`config.mk`:
```
export PLATFORM = sky130hd
export DESIGN_NAME = ts_bit_extract
export DESIGN_NICKNAME = d
export VERILOG_FILES = /design/src/rtl/tsx_pkg.sv /design/src/rtl/tsx_cfg_shadow.sv /design/src/rtl/tsx_pos_track.sv /design/src/rtl/tsx_bit_select.sv /design/src/rtl/ts_bit_extract.sv
export SDC_FILE = /design/constraint.sdc
export NUM_CORES = 1
export LEC_CHECK = 0
export ABC_AREA = 1
export BUFFER_PORTS_ARGS = -buffer_cell sky130_fd_sc_hd__buf_2
export CORE_MARGIN = 4
export CORE_UTILIZATION = 57
export DETAILED_ROUTE_END_ITERATION = 10
export GPL_TIMING_DRIVEN = 0
export PLACE_DENSITY = 0.88
export SYNTH_ARGS = -nofsm -noshare
export SYNTH_HDL_FRONTEND = slang
export SYNTH_HIERARCHICAL = 1
export SYNTH_SLANG_ARGS = --single-unit
```
`constraint.sdc`:
```
create_clock -name clk -period 2.4 [get_ports clk]
set_input_delay 0.24 -clock clk [delete_from_list [all_inputs] [get_ports clk]]
set_output_delay 0.24 -clock clk [all_outputs]
set_load 0.1 [all_outputs]
```
`src/rtl/tsx_pkg.sv`:
```
package tsx_pkg;
  localparam int unsigned SLOT_BITS  = 8;
  localparam int unsigned BIT_IDX_W  = $clog2(SLOT_BITS);
  localparam int unsigned SLOT_IDX_W = 5;

  typedef struct packed {
    logic                  rx_en;
    logic                  even;
    logic                  odd;
    logic                  t1;
    logic                  fixed;
    logic [SLOT_IDX_W-1:0] slot;
    logic [SLOT_BITS-1:0]  mask;
  } cfg_t;
endpackage

```
`src/rtl/tsx_cfg_shadow.sv`:
```
module tsx_cfg_shadow
  import tsx_pkg::*;
(
  input  logic clk,
  input  logic rst,
  input  logic load,
  input  cfg_t cfg_live,
  output cfg_t cfg_eff
);
  cfg_t shadow_q;

  always_ff @(posedge clk) begin
    if (rst) begin
      shadow_q <= '0;
    end else if (load) begin
      shadow_q <= cfg_live;
    end
  end

  // The bit carrying the frame-start strobe already belongs to the new frame.
  always_comb begin
    cfg_eff = load ? cfg_live : shadow_q;
  end
endmodule

```
`src/rtl/tsx_pos_track.sv`:
```
module tsx_pos_track
  import tsx_pkg::*;
#(
  parameter int unsigned E1_SLOTS = 32,
  parameter int unsigned T1_SLOTS = 24
) (
  input  logic                  clk,
  input  logic                  rst,
  input  logic                  bit_en,
  input  logic                  frame_start,
  input  logic                  t1_fmt,
  output logic                  cur_sync,
  output logic                  cur_par,
  output logic                  cur_fbit,
  output logic [SLOT_IDX_W-1:0] cur_slot,
  output logic [BIT_IDX_W-1:0]  cur_bit
);
  localparam logic [SLOT_IDX_W-1:0] E1_LAST  = SLOT_IDX_W'(E1_SLOTS - 1);
  localparam logic [SLOT_IDX_W-1:0] T1_LAST  = SLOT_IDX_W'(T1_SLOTS - 1);
  localparam logic [BIT_IDX_W-1:0]  BIT_LAST = BIT_IDX_W'(SLOT_BITS - 1);

  logic                  sync_q;
  logic                  par_q;
  logic                  fbit_q;
  logic [SLOT_IDX_W-1:0] slot_q;
  logic [BIT_IDX_W-1:0]  bit_q;
  logic [SLOT_IDX_W-1:0] last_slot;

  assign last_slot = t1_fmt ? T1_LAST : E1_LAST;

  // Position of the bit currently on the line: either a fresh frame or one step on.
  always_comb begin
    cur_sync = sync_q;
    cur_par  = par_q;
    cur_fbit = 1'b0;
    cur_slot = slot_q;
    cur_bit  = bit_q;
    if (frame_start) begin
      cur_sync = 1'b1;
      cur_par  = ~par_q;
      cur_fbit = t1_fmt;
      cur_slot = '0;
      cur_bit  = '0;
    end else if (fbit_q) begin
      cur_slot = '0;
      cur_bit  = '0;
    end else if (bit_q == BIT_LAST) begin
      cur_bit = '0;
      if (slot_q == last_slot) begin
        cur_slot = '0;
        cur_fbit = t1_fmt;
      end else begin
        cur_slot = slot_q + 1'b1;
      end
    end else begin
      cur_bit = bit_q + 1'b1;
    end
  end

  // par_q resets to odd so that the first frame-start makes frame 0 even.
  always_ff @(posedge clk) begin
    if (rst) begin
      sync_q <= 1'b0;
      par_q  <= 1'b1;
      fbit_q <= 1'b0;
      slot_q <= '0;
      bit_q  <= '0;
    end else if (bit_en) begin
      sync_q <= cur_sync;
      par_q  <= cur_par;
      fbit_q <= cur_fbit;
      slot_q <= cur_slot;
      bit_q  <= cur_bit;
    end
  end
endmodule

```
`src/rtl/tsx_bit_select.sv`:
```
module tsx_bit_select
  import tsx_pkg::*;
(
  input  logic                  clk,
  input  logic                  rst,
  input  logic                  bit_en,
  input  logic                  line_bit,
  input  logic                  fixed_strobe,
  input  cfg_t                  cfg,
  input  logic                  cur_sync,
  input  logic                  cur_par,
  input  logic                  cur_fbit,
  input  logic [SLOT_IDX_W-1:0] cur_slot,
  input  logic [BIT_IDX_W-1:0]  cur_bit,
  output logic                  ext_bit,
  output logic                  ext_valid
);
  localparam logic [BIT_IDX_W-1:0] BIT_LAST = BIT_IDX_W'(SLOT_BITS - 1);

  logic [BIT_IDX_W-1:0] mask_idx;
  logic                 par_ok;
  logic                 slot_hit;
  logic                 pick;

  assign mask_idx = BIT_LAST - cur_bit;
  assign par_ok   = cur_par ? cfg.odd : cfg.even;
  assign slot_hit = !cur_fbit && (cur_slot == cfg.slot) && cfg.mask[mask_idx];

  always_comb begin
    pick = 1'b0;
    if (cur_sync && cfg.rx_en) begin
      if (cfg.fixed) pick = fixed_strobe;
      else           pick = par_ok && slot_hit;
    end
  end

  always_ff @(posedge clk) begin
    if (rst) begin
      ext_valid <= 1'b0;
      ext_bit   <= 1'b0;
    end else begin
      ext_valid <= bit_en && pick;
      if (bit_en && pick) ext_bit <= line_bit;
    end
  end
endmodule

```
`src/rtl/ts_bit_extract.sv`:
```
module ts_bit_extract
  import tsx_pkg::*;
#(
  parameter int unsigned E1_SLOTS = 32,
  parameter int unsigned T1_SLOTS = 24
) (
  input  logic                  clk,
  input  logic                  rst,
  input  logic                  bit_en,
  input  logic                  line_bit,
  input  logic                  frame_start,
  input  logic                  fixed_strobe,
  input  logic                  cfg_rx_en,
  input  logic                  cfg_even,
  input  logic                  cfg_odd,
  input  logic                  cfg_t1,
  input  logic                  cfg_fixed,
  input  logic [SLOT_IDX_W-1:0] cfg_slot,
  input  logic [SLOT_BITS-1:0]  cfg_mask,
  output logic                  ext_bit,
  output logic                  ext_valid
);
  cfg_t                  cfg_live;
  cfg_t                  cfg_eff;
  logic                  fs_take;
  logic                  cur_sync;
  logic                  cur_par;
  logic                  cur_fbit;
  logic [SLOT_IDX_W-1:0] cur_slot;
  logic [BIT_IDX_W-1:0]  cur_bit;

  assign fs_take = bit_en && frame_start;

  always_comb begin
    cfg_live.rx_en = cfg_rx_en;
    cfg_live.even  = cfg_even;
    cfg_live.odd   = cfg_odd;
    cfg_live.t1    = cfg_t1;
    cfg_live.fixed = cfg_fixed;
    cfg_live.slot  = cfg_slot;
    cfg_live.mask  = cfg_mask;
  end

  tsx_cfg_shadow u_cfg (
    .clk      (clk),
    .rst      (rst),
    .load     (fs_take),
    .cfg_live (cfg_live),
    .cfg_eff  (cfg_eff)
  );

  tsx_pos_track #(
    .E1_SLOTS (E1_SLOTS),
    .T1_SLOTS (T1_SLOTS)
  ) u_track (
    .clk         (clk),
    .rst         (rst),
    .bit_en      (bit_en),
    .frame_start (frame_start),
    .t1_fmt      (cfg_eff.t1),
    .cur_sync    (cur_sync),
    .cur_par     (cur_par),
    .cur_fbit    (cur_fbit),
    .cur_slot    (cur_slot),
    .cur_bit     (cur_bit)
  );

  tsx_bit_select u_sel (
    .clk          (clk),
    .rst          (rst),
    .bit_en       (bit_en),
    .line_bit     (line_bit),
    .fixed_strobe (fixed_strobe),
    .cfg          (cfg_eff),
    .cur_sync     (cur_sync),
    .cur_par      (cur_par),
    .cur_fbit     (cur_fbit),
    .cur_slot     (cur_slot),
    .cur_bit      (cur_bit),
    .ext_bit      (ext_bit),
    .ext_valid    (ext_valid)
  );
endmodule

```
==> metrics.cfg, run 1 <==
[sta]
skew_ps=4.53
timing.hold.ws_ps=145
setup_violations=0
final-max-slew-violation-count=0
relSlewSlack=0.665
fmax_mhz=473
tns_ps=0
rsz0062_at_grt=false
hold_viol_final=0
layout_worst_path_cycle_share=0.881
finalCriticalPeriod_ps=2120
tightest_slew_ps=503
finalWorstSetupSlack_ps=285

[routing]
drt_wl_total_mm=3.53
vias_per_cell=4.51
wl_per_cell_microns=9.10
route.detailed.drc=0
vias=1748
ant_nets=0
first_pass_iters=4
drtIter0Drc=49

[clocking]
ctsHoldBuffers=0
path_clk_slew_ps=90
cts_repair_resize_count=0
cts-root-buf=clkbuf_4
cts_buffers=5
cts_tree=yes
cts_buffer_depth=2
cts.sinks=31
cts_setup_buffers=0
insertion_delay_ps=330
htree_levels=2

[power_and_ir_drop]
switching_share=0.311
p_int_mw=0.752
p_comb_frac=0.221
clockPowerShare=0.266
p_leak_nw=1.26
ir_worst_vdd_mv=0.337
p_seq_frac=0.513
power_density_mw_per_mm2=515
power_switching_mw=0.340

[critical_path]
r2r_start=u_track/bit_q[0]
r2r_end=u_sel/ext_bit
worst_setup_path_start_kind=flop
startpoint=u_track/bit_q[0]
required_ps=2630
crit_chain=ha_1 -> ha_1 -> nand2_1 -> nor2_2 -> o21ai_0 -> nand3_1 -> inv_1 -> nand2_1 -> nand2_1 -> nor2_1 -> nand2_1 -> nor2_1 -> nand3_1 -> nand2_2 -> nand3_2 -> nand2_1 -> nor2_1
crit_end=u_sel/ext_bit
r2r_slack_ps=280
critPathCaptureType=flop
cpMaxStageDelayCell=dfxtp_1
max_stage_delay_ps=360
arrival_ps=2350
cp_max_fo=7
rr_worst_depth=17
cp_common_cell=nand2_1
critical_path_class=flop to flop

[synthesis]
syn_avg_cell_area_sq_um=6.08
yosys_warnings=6
synthCells=311
synth_top_area_share=0.328
ys_types=25
synth_area_leaders=dfxtp_1, nand2_1, inv_1
syn_nets=338
mappedNetlistArea_sq_mm=0.00189
synth_area_leader_cell=dfxtp_1
ys_ff_latch=31
ys_seq_area_frac=0.328

[die]
design.die.area_sq_mm=0.00430
initial_core_util=0.610
rows=20
ios=26
die_h_microns=65.6
coreArea_sq_mm=0.00310
die_w_microns=65.6

[hold_path]
hp-class=primary input to flop

[flow_run]
cap_viol_max_count=0

[finish]
nFillCells=312
antennaDiodeCount=0
fin_util=0.684
layout_commonest_cell=nand2_1
fin_nets=370
area_growth_pct=12.2
drive_above_1_share=0.233
final_cell_mix=nand2_1, inv_1, dfxtp_1

[grt]
track_usage=0.183
overflow=0
first_global_vias=1587
grt_pass1_wl_mm=6.23
grt_max_degree=11
antenna_found_initial=0

[placed_design]
post-place-ws_ps=-22.6
io_buffer_count=25
finalWeightedCongestion=0.827
place.detailed.hpwl_mm=2.74

[run_status]
status=complete, no violations

flip-flops by register name, summed over array words and instances (netlist names):
name             cells
u_cfg/shadow_q      18
u_track/sync_q       1
u_track/fbit_q       1
u_track/slot_q       5
u_track/bit_q        3
u_sel/ext_valid      1
u_track/par_q        1
u_sel/ext_bit        1
cell usage after synthesis:
cell type,number
inv_1,84
o21ai_0,11
o21bai_1,1
nand2_2,22
nand3_1,10
buf_8,1
nor2_1,21
clkbuf_1,2
a21oi_1,10
inv_6,1
buf_6,1
and3_2,1
dfxtp_1,31
nand3_2,1
ha_1,3
buf_2,1
xor2_1,1
nand2_1,86
a21oi_2,1
nor2_2,13
or2_2,3
inv_2,2
o21ai_1,1
nand4_1,1
buf_4,2
kinds of logic after synthesis:
kind of cell    after synthesis  synth area share
xor+xnor                      1           0.00463
buf+inv                      94             0.204
compound gates               24            0.0668
simple gates                158             0.377
fa+ha+maj                     3            0.0198
flops                        31             0.328
worst max-delay path, delay by kind of cell (launching register included):
| family | cells | cell delay [ps] |
|---|---|---|
| flip-flops | 1 | 360 |
| AO/OA/AOI/OAI | 1 | 110 |
| adder cells (fa/ha/maj) | 2 | 400 |
| buffers and inverters | 1 | 60 |
| AND/OR/NAND/NOR | 13 | 1100 |
worst min path at each step:
stage	startpoint	endpoint	slack (ps)	cells past startpoint
CTS	rst	u_sel/ext_valid	130	2
global placement	u_track/sync_q	u_track/sync_q	450	2
global route	rst	u_sel/ext_valid	150	2
floorplan	rst	u_sel/ext_valid	310	1
detailed placement	u_track/sync_q	u_track/sync_q	450	2
finish	rst	u_track/sync_q	150	2
routing by layer:
layer	track usage	part of all wire
met2	0.302	0.46
met3	0.0308	0.051
met5	0	0
met4	0.0803	0.025
met1	0.232	0.46
metrics by stage:
stage               area, sq um  total power [mW]  std cells
finish                     2120              1.09        388
global route               2120              1.16        388
CTS                        2120              1.10        388
detailed placement         2070             0.813        380
global placement           2070             0.804        380
floorplan                  1890             0.754        311
layout make-up:
class	instances	area [sq um]	share of cell area
clock inverters	1	5.00	0.00236
inverters	87	332	0.156
repair buffers	25	125	0.0590
multi-input cells	186	886	0.417
flip-flops and latches	31	621	0.292
clock buffers	7	45.0	0.0212
well taps	44	55.1	0.0259
plain buffers	7	53.8	0.0254
power by group through the flow:
stage	combinational (mW)	clock, mW	sequential (mW)
finish	0.241	0.291	0.560
global route	0.280	0.315	0.564
CTS	0.242	0.298	0.560
detailed placement	0.241	0	0.572
global placement	0.233	0	0.571
floorplan	0.182	0	0.572
Note: power is estimated with default switching activity, not from simulation.
==> run 2: changes to the inputs <==
ABC_AREA = default   (was 1)
CORE_UTILIZATION = 56   (was 57)
HOLD_SLACK_MARGIN = 0.1   (was default)
SLEW_MARGIN = 30   (was default)
==> run 2 against run 1 <==
Critical path type unchanged. Worst setup slack lost 230 ps. Core utilization is 0.65 points higher. Critical path depth fell by 7. Highest routed layer unchanged. Register-to-register slack lost 230 ps. Die area fell by 5.8%. First-iteration DRC count rose by 31%. Largest cell class unchanged. Final cell count fell by 42%. Global-route usage grew 0.89 points. Critical endpoint is now u_sel/ext_valid. Clock-buffer cell count shrank 1.
==> metrics.cfg, run 2 <==
[synthesis]
ys.flop_type=dfxtp_1
ys_ff_latch=31  ; unchanged
mappedNetlistArea_sq_mm=0.00174  ; -8.3%
synth_area_leader_cell=dfxtp_1
synth_edf_count=0  ; unchanged
syn_nets=190  ; -44%
syn_avg_cell_area_sq_um=10.6  ; +75%
ys_async_sr_fraction=0  ; unchanged
synth_area_leaders=dfxtp_1, mux2_4, nor2b_1
synth_common_cells=dfxtp_1, nor2b_1, mux2_4, mux2_2, xor2_1
ys_types=47  ; +88%
yosys_warnings=6  ; unchanged
synth_top_area_share=0.358  ; +0.0296
yosysMostFrequentCell=dfxtp_1
ys_seq_area_frac=0.358  ; +0.0296
synthCells=163  ; -48%

[finish]
area_growth_pct=13.5
layout_commonest_cell=dfxtp_1
regMostFlops=u_cfg/shadow_q
final_cell_mix=dfxtp_1, buf_2, nor2b_1
nFillCells=212  ; -32%
antennaDiodeCount=0  ; unchanged
layoutNonFillerInstCount=224  ; -42%
multiInputGateArea_sq_mm=0.00105  ; +18%
fin_nets=221  ; -40%
top_regs=u_cfg/shadow_q (18), u_track/slot_q (5), u_track/bit_q (3)
fin_util=0.690  ; +0.00648
seqCellArea_sq_um=621  ; unchanged
largest_reg_flops=18  ; unchanged
drive_above_1_share=0.352  ; +0.120

[clocking]
path_clk_slew_ps=90  ; about the same
cts.sinks=31  ; unchanged
cts-root-buf=clkbuf_4
cts_buffers=5  ; unchanged
cts_tree=yes
ctsHoldBuffers=0  ; unchanged
insertion_delay_ps=330  ; about the same
cts_setup_buffers=0  ; unchanged
cts_buffer_depth=2  ; unchanged
htree_levels=2  ; unchanged

[sta]
tightest_slew_ps=485  ; -18.5 ps
relSlewSlack=0.679  ; +0.0145
finalWorstSetupSlack_ps=51.7  ; -233 ps
fmax_mhz=426  ; -9.9%
finalCriticalPeriod_ps=2350  ; +233 ps
setup_violations=0  ; unchanged
layout_worst_path_cycle_share=0.978  ; +0.0971
final-max-slew-violation-count=0  ; unchanged
skew_ps=9.52  ; +4.99 ps
hold_viol_final=0  ; unchanged

[grt]
first_global_vias=1332  ; -16%
antenna_found_initial=0  ; unchanged
grt_max_degree=13  ; +2
grt_pass1_wl_mm=6.00  ; -3.6%
overflow=0  ; unchanged
track_usage=0.191  ; +0.00894

[placed_design]
io_buffer_count=25  ; unchanged
post-place-ws_ps=-430  ; -408 ps
place.detailed.hpwl_mm=2.68  ; -2.5%
finalWeightedCongestion=0.802  ; -3.1%
dp.cells=219  ; -42%

[critical_path]
critical_path.top_delay_family=simple AND/OR/NAND/NOR gates
critPathBufInv=1  ; unchanged
critical_path_class=flop to flop
cp_max_fo=10  ; +3
crit_chain=ha_1 -> ha_1 -> buf_6 -> nand4_1 -> xnor2_1 -> nor4_2 -> xor2_1 -> nor2_1 -> nand4_2 -> a211oi_1
worst_setup_path_start_kind=flop
crit_end=u_sel/ext_valid
required_ps=2640  ; about the same
rr_worst_depth=10  ; -7
max_stage_delay_ps=420  ; +60 ps
r2r_slack_ps=50  ; -230 ps
r2r_start=u_track/bit_q[0]
r2r_end=u_sel/ext_valid
arrival_ps=2590  ; +240 ps
critPathCaptureType=flop
cpMaxStageDelayCell=dfxtp_1
crit_cells=10  ; -7
cp_common_cell=ha_1
startpoint=u_track/bit_q[0]

[power_and_ir_drop]
totalPowerFinal_mw=0.973  ; -11%
p_seq_frac=0.556  ; +0.043
clockPowerShare=0.270  ; +0.004
power_density_mw_per_mm2=494  ; -3.9%
p_comb_frac=0.175  ; -0.046
switching_share=0.254  ; -0.0571
power_switching_mw=0.247  ; -27%
p_int_mw=0.726  ; -3.5%
ir_worst_vdd_mv=0.348  ; +3.1%
p_leak_nw=0.849  ; -33%

[routing]
drtIter0Drc=64  ; +31%
drt_wl_total_mm=3.59  ; +1.8%
vias=1314  ; -25%
vias_per_cell=5.87  ; +30%
route.detailed.drc=0  ; unchanged
wl_per_cell_microns=16.0  ; +76%
first_pass_iters=4  ; unchanged
ant_nets=0  ; unchanged

[die]
die_h_microns=63.7  ; -3.0%
initial_core_util=0.608  ; -0.00134
die_w_microns=63.7  ; -3.0%
coreArea_sq_mm=0.00285  ; -8.1%
design.die.area_sq_mm=0.00405  ; -5.8%
ios=26  ; unchanged
rows=19  ; -5.0%

[hold_path]
hp-class=primary input to flop
holdPathStages=3  ; +1
hp-start=fixed_strobe

[flow_run]
cap_viol_max_count=0  ; unchanged

[run_status]
status=complete, no violations

run 2: cell type report:
| class | count | share of cell area |
|---|---|---|
| inverter | 5 | 0.00953 |
| tap | 31 | 0.0197 |
| multi-input combinational | 119 | 0.532 |
| clock buffer | 6 | 0.0210 |
| timing repair buffer | 25 | 0.0648 |
| sequential | 31 | 0.315 |
| buffer | 7 | 0.0381 |
run 2: cells by family (layout without fill, tap and decap cells):
kind of cell	after synthesis	count (layout)	synth area share
xor+xnor	10	10	0.0548
flops	31	31	0.358
simple gates	57	57	0.210
buf+inv	13	43	0.0555
mux	25	25	0.198
fa+ha+maj	3	3	0.0216
compound gates	24	24	0.102
run 2: worst min-delay path by stage:
stage | endpoint
after floorplan | u_cfg/shadow_q[11]
after global placement | u_track/sync_q
after detailed placement | u_track/sync_q
after CTS | u_sel/ext_valid
after global routing | u_sel/ext_valid
final | u_sel/ext_valid
run 2: metrics by stage:
step	instance area, sq um	TNS, ps	hold slack, ps
after floorplan	1740	0	312
after global placement	1900	-759	451
after detailed placement	1900	-841	461
after CTS	1950	0	209
after global routing	1970	-168	212
final	1970	0	225
run 2: timing repair:
item,in CTS,in global routing
setup endpoints to repair,2,2
resized for setup,1,6
pin swaps,0,1
run 2: metal layers:
metal	vias to the layer above	track usage	share of wire
li1	645	-	-
met1	616	0.224	0.43
met2	45	0.313	0.49
met3	8	0.0693	0.064
met4	0	0.0836	0.020
met5	-	0	0
run 2: power groups by stage:
| stage | combinational (mW) | sequential (mW) | clock, mW |
|---|---|---|---|
| after global routing | 0.184 | 0.543 | 0.306 |
| after detailed placement | 0.164 | 0.553 | 0 |
| after global placement | 0.157 | 0.552 | 0 |
| after floorplan | 0.117 | 0.552 | 0 |
| final | 0.170 | 0.541 | 0.262 |
| after CTS | 0.165 | 0.541 | 0.278 |
run 2: worst register-to-register path, cell delays in order, from the launching register on:
cell and delay (ps):
dfxtp_1 420, ha_1 180, ha_1 240, buf_6 180
nand4_1 130, xnor2_1 200, nor4_2 310, xor2_1 110
nor2_1 150, nand4_2 140, a211oi_1 210
==> run 3: changes to the inputs <==
CORE_UTILIZATION = 40   (was 56)
PLACE_DENSITY = 0.71   (was 0.88)
clock period = 2 ns   (was 2.4 ns; I/O delays follow)
==> run 3 against run 2 <==
Largest power group unchanged. Global-route usage decreased by 4.6 points. Final cell count increased by 16%. Combinational power increased by 42%. Flip-flop and latch count unchanged. Critical endpoint is now u_sel/ext_bit. Clock skew decreased by 5.3 ps. Clock-buffer cell count increased by 2.
==> metrics.cfg, run 3 (synthesis gave the netlist of run 2 again) <==
[run_status]
status=complete, no violations

[grt]
use_met3=0.0383  ; -0.0310
first_global_vias=1281  ; -3.8%
grtUsageMet2=0.219  ; -0.0934
grt_max_degree=13  ; unchanged
antenna_found_initial=0  ; unchanged
track_usage=0.145  ; -0.0464
grtUsageMet1=0.202  ; -0.0219
grt_pass1_wl_mm=6.14  ; +2.3%
overflow=0  ; unchanged
top_usage_layer=met2

[sta]
finalCriticalPeriod_ps=1960
skew_ps=4.19  ; -5.33 ps
hold_viol_final=0  ; unchanged
rsz0062_at_grt=true
final-max-slew-violation-count=0  ; unchanged
tns_ps=0  ; unchanged
fmax_mhz=509
relSlewSlack=0.676  ; -0.00286
layout_worst_path_cycle_share=0.982
tightest_slew_ps=489  ; +4.32 ps
setup_violations=0  ; unchanged

[placed_design]
dp.cells=238  ; +8.7%
finalWeightedCongestion=0.817  ; +1.9%
place.detailed.hpwl_mm=2.45  ; -8.6%
placed_area_sq_mm=0.00196  ; +3.2%
io_buffer_count=25  ; unchanged

[die]
design.die.area_sq_mm=0.00546  ; +35%
rows=23  ; +4
coreArea_sq_mm=0.00409  ; +43%
ios=26  ; unchanged
die_w_microns=73.9  ; +16%
initial_core_util=0.425  ; -0.184
die_h_microns=73.9  ; +16%

[finish]
fin_nets=236  ; +6.8%
multiInputGateArea_sq_mm=0.00113  ; +8.1%
layoutNonFillerInstCount=260  ; +16%
layout_commonest_cell=dfxtp_1
largest_reg_flops=18  ; unchanged
top_regs=u_cfg/shadow_q (18), u_track/slot_q (5), u_track/bit_q (3)
drive_above_1_share=0.481  ; +0.129
final_cell_mix=dfxtp_1, buf_2, nor2b_1
antennaDiodeCount=0  ; unchanged
finalInstanceArea_sq_mm=0.00226  ; +15%
area_growth_pct=30.4
regMostFlops=u_cfg/shadow_q
nFillCells=350  ; +65%
seqCellArea_sq_um=627  ; +1.0%

[clocking]
cts-root-buf=clkbuf_8
insertion_delay_ps=280  ; -50 ps
cts_tree=yes
cts_buffers=5  ; unchanged
path_clk_slew_ps=60  ; -30 ps
cts_buffer_depth=2  ; unchanged
htree_levels=2  ; unchanged
cts.sinks=31  ; unchanged

[routing]
drt_wl_total_mm=3.65  ; +1.5%
drtIter0Drc=43  ; -33%
vias_per_cell=5.06  ; -14%
first_pass_iters=4  ; unchanged
wl_per_cell_microns=14.0  ; -13%
route.detailed.drc=0  ; unchanged
ant_nets=0  ; unchanged
vias=1316  ; +0.15%

[critical_path]
cpMaxStageDelayCell=mux4_2
max_stage_delay_ps=470  ; +50 ps
arrival_ps=2170  ; -420 ps
cp_max_fo=6  ; -4
crit_chain=clkbuf_4 -> and2_4 -> buf_4 -> mux2_2 -> mux4_2 -> mux2_4 -> nand4_4 -> mux2i_1
critical_path_class=primary input to flop
required_ps=2200  ; -440 ps
critical_path.top_delay_family=multiplexers
critPathCaptureType=flop
critPathBufInv=2  ; +1
worst_setup_path_start_kind=primary input

[hold_path]
hp-class=primary input to flop

[power_and_ir_drop]
power_density_mw_per_mm2=633  ; +28%
ir_worst_vdd_mv=0.392  ; +13%
p_leak_nw=0.949  ; +12%

[flow_run]
cap_viol_max_count=0  ; unchanged

## run 3: cell types whose count changed in the layout (fill, tap and decap cells not counted), moves of 2 or more
| cell | delta |
|---|---|
| and2_1 | -3 |
| and2_4 | +3 |
| buf_4 | +16 |
| clkbuf_4 | -5 |
| clkbuf_8 | +7 |
| dfxtp_1 | -3 |
| dfxtp_2 | +2 |
| ha_1 | -3 |
| ha_4 | +2 |
| mux4_1 | -2 |
| mux4_2 | +2 |
| nor2_1 | -2 |
| nor4_2 | -2 |
| nor4_4 | +2 |
## run 3: final timing paths
kind	from	endpoint	slack, ps	cells after the start
max	frame_start	u_sel/ext_bit	40	8
min	fixed_strobe	u_sel/ext_valid	230	3
max reg2reg	u_track/bit_q[0]	u_sel/ext_bit	40	6
min reg2reg	u_track/sync_q	u_track/sync_q	460	2
## run 3: through the flow
stage,setup WS [ps],util,hold WS (ps),total power [mW]
floorplan,-72.8,-,272,0.809
global route,-52.1,0.554,253,1.49
finish,35.0,0.554,231,1.43
global placement,-500,0.480,452,0.863
CTS,20.2,0.535,223,1.43
detailed placement,-502,0.480,452,0.865
## run 3: routing by layer
layer  share of wire  vias up
li1                -      669
met1            0.49      614
met2            0.46       29
met3           0.046        4
met4          0.0071        0
met5               0        -
## run 3: worst min-delay path: stages
cell and delay [ps]:
buf_2 90, nand2_1 100, a211oi_2 70
## run 3: what timing repair did
action	CTS	global route
gates cloned	0	0
resized for setup	19	7
hold buffers	0	0
setup endpoints to repair	2	2
buffers inserted	7	8
pin swaps	7	5
## run 3: area by class of cell
type / instances / area share
clock buffers: 8 / 0.0442
multi-input cells: 119 / 0.501
repair buffers: 40 / 0.107
well taps: 50 / 0.0277
plain buffers: 7 / 0.0348
flip-flops and latches: 31 / 0.277
inverters: 5 / 0.00830
## run 3: power by group
part	internal [mW]	switching [mW]	total, mW	leakage [nW]
registers	0.640	0.00859	0.649	0.254
logic	0.132	0.110	0.242	0.643
clock network	0.314	0.226	0.540	0.0515
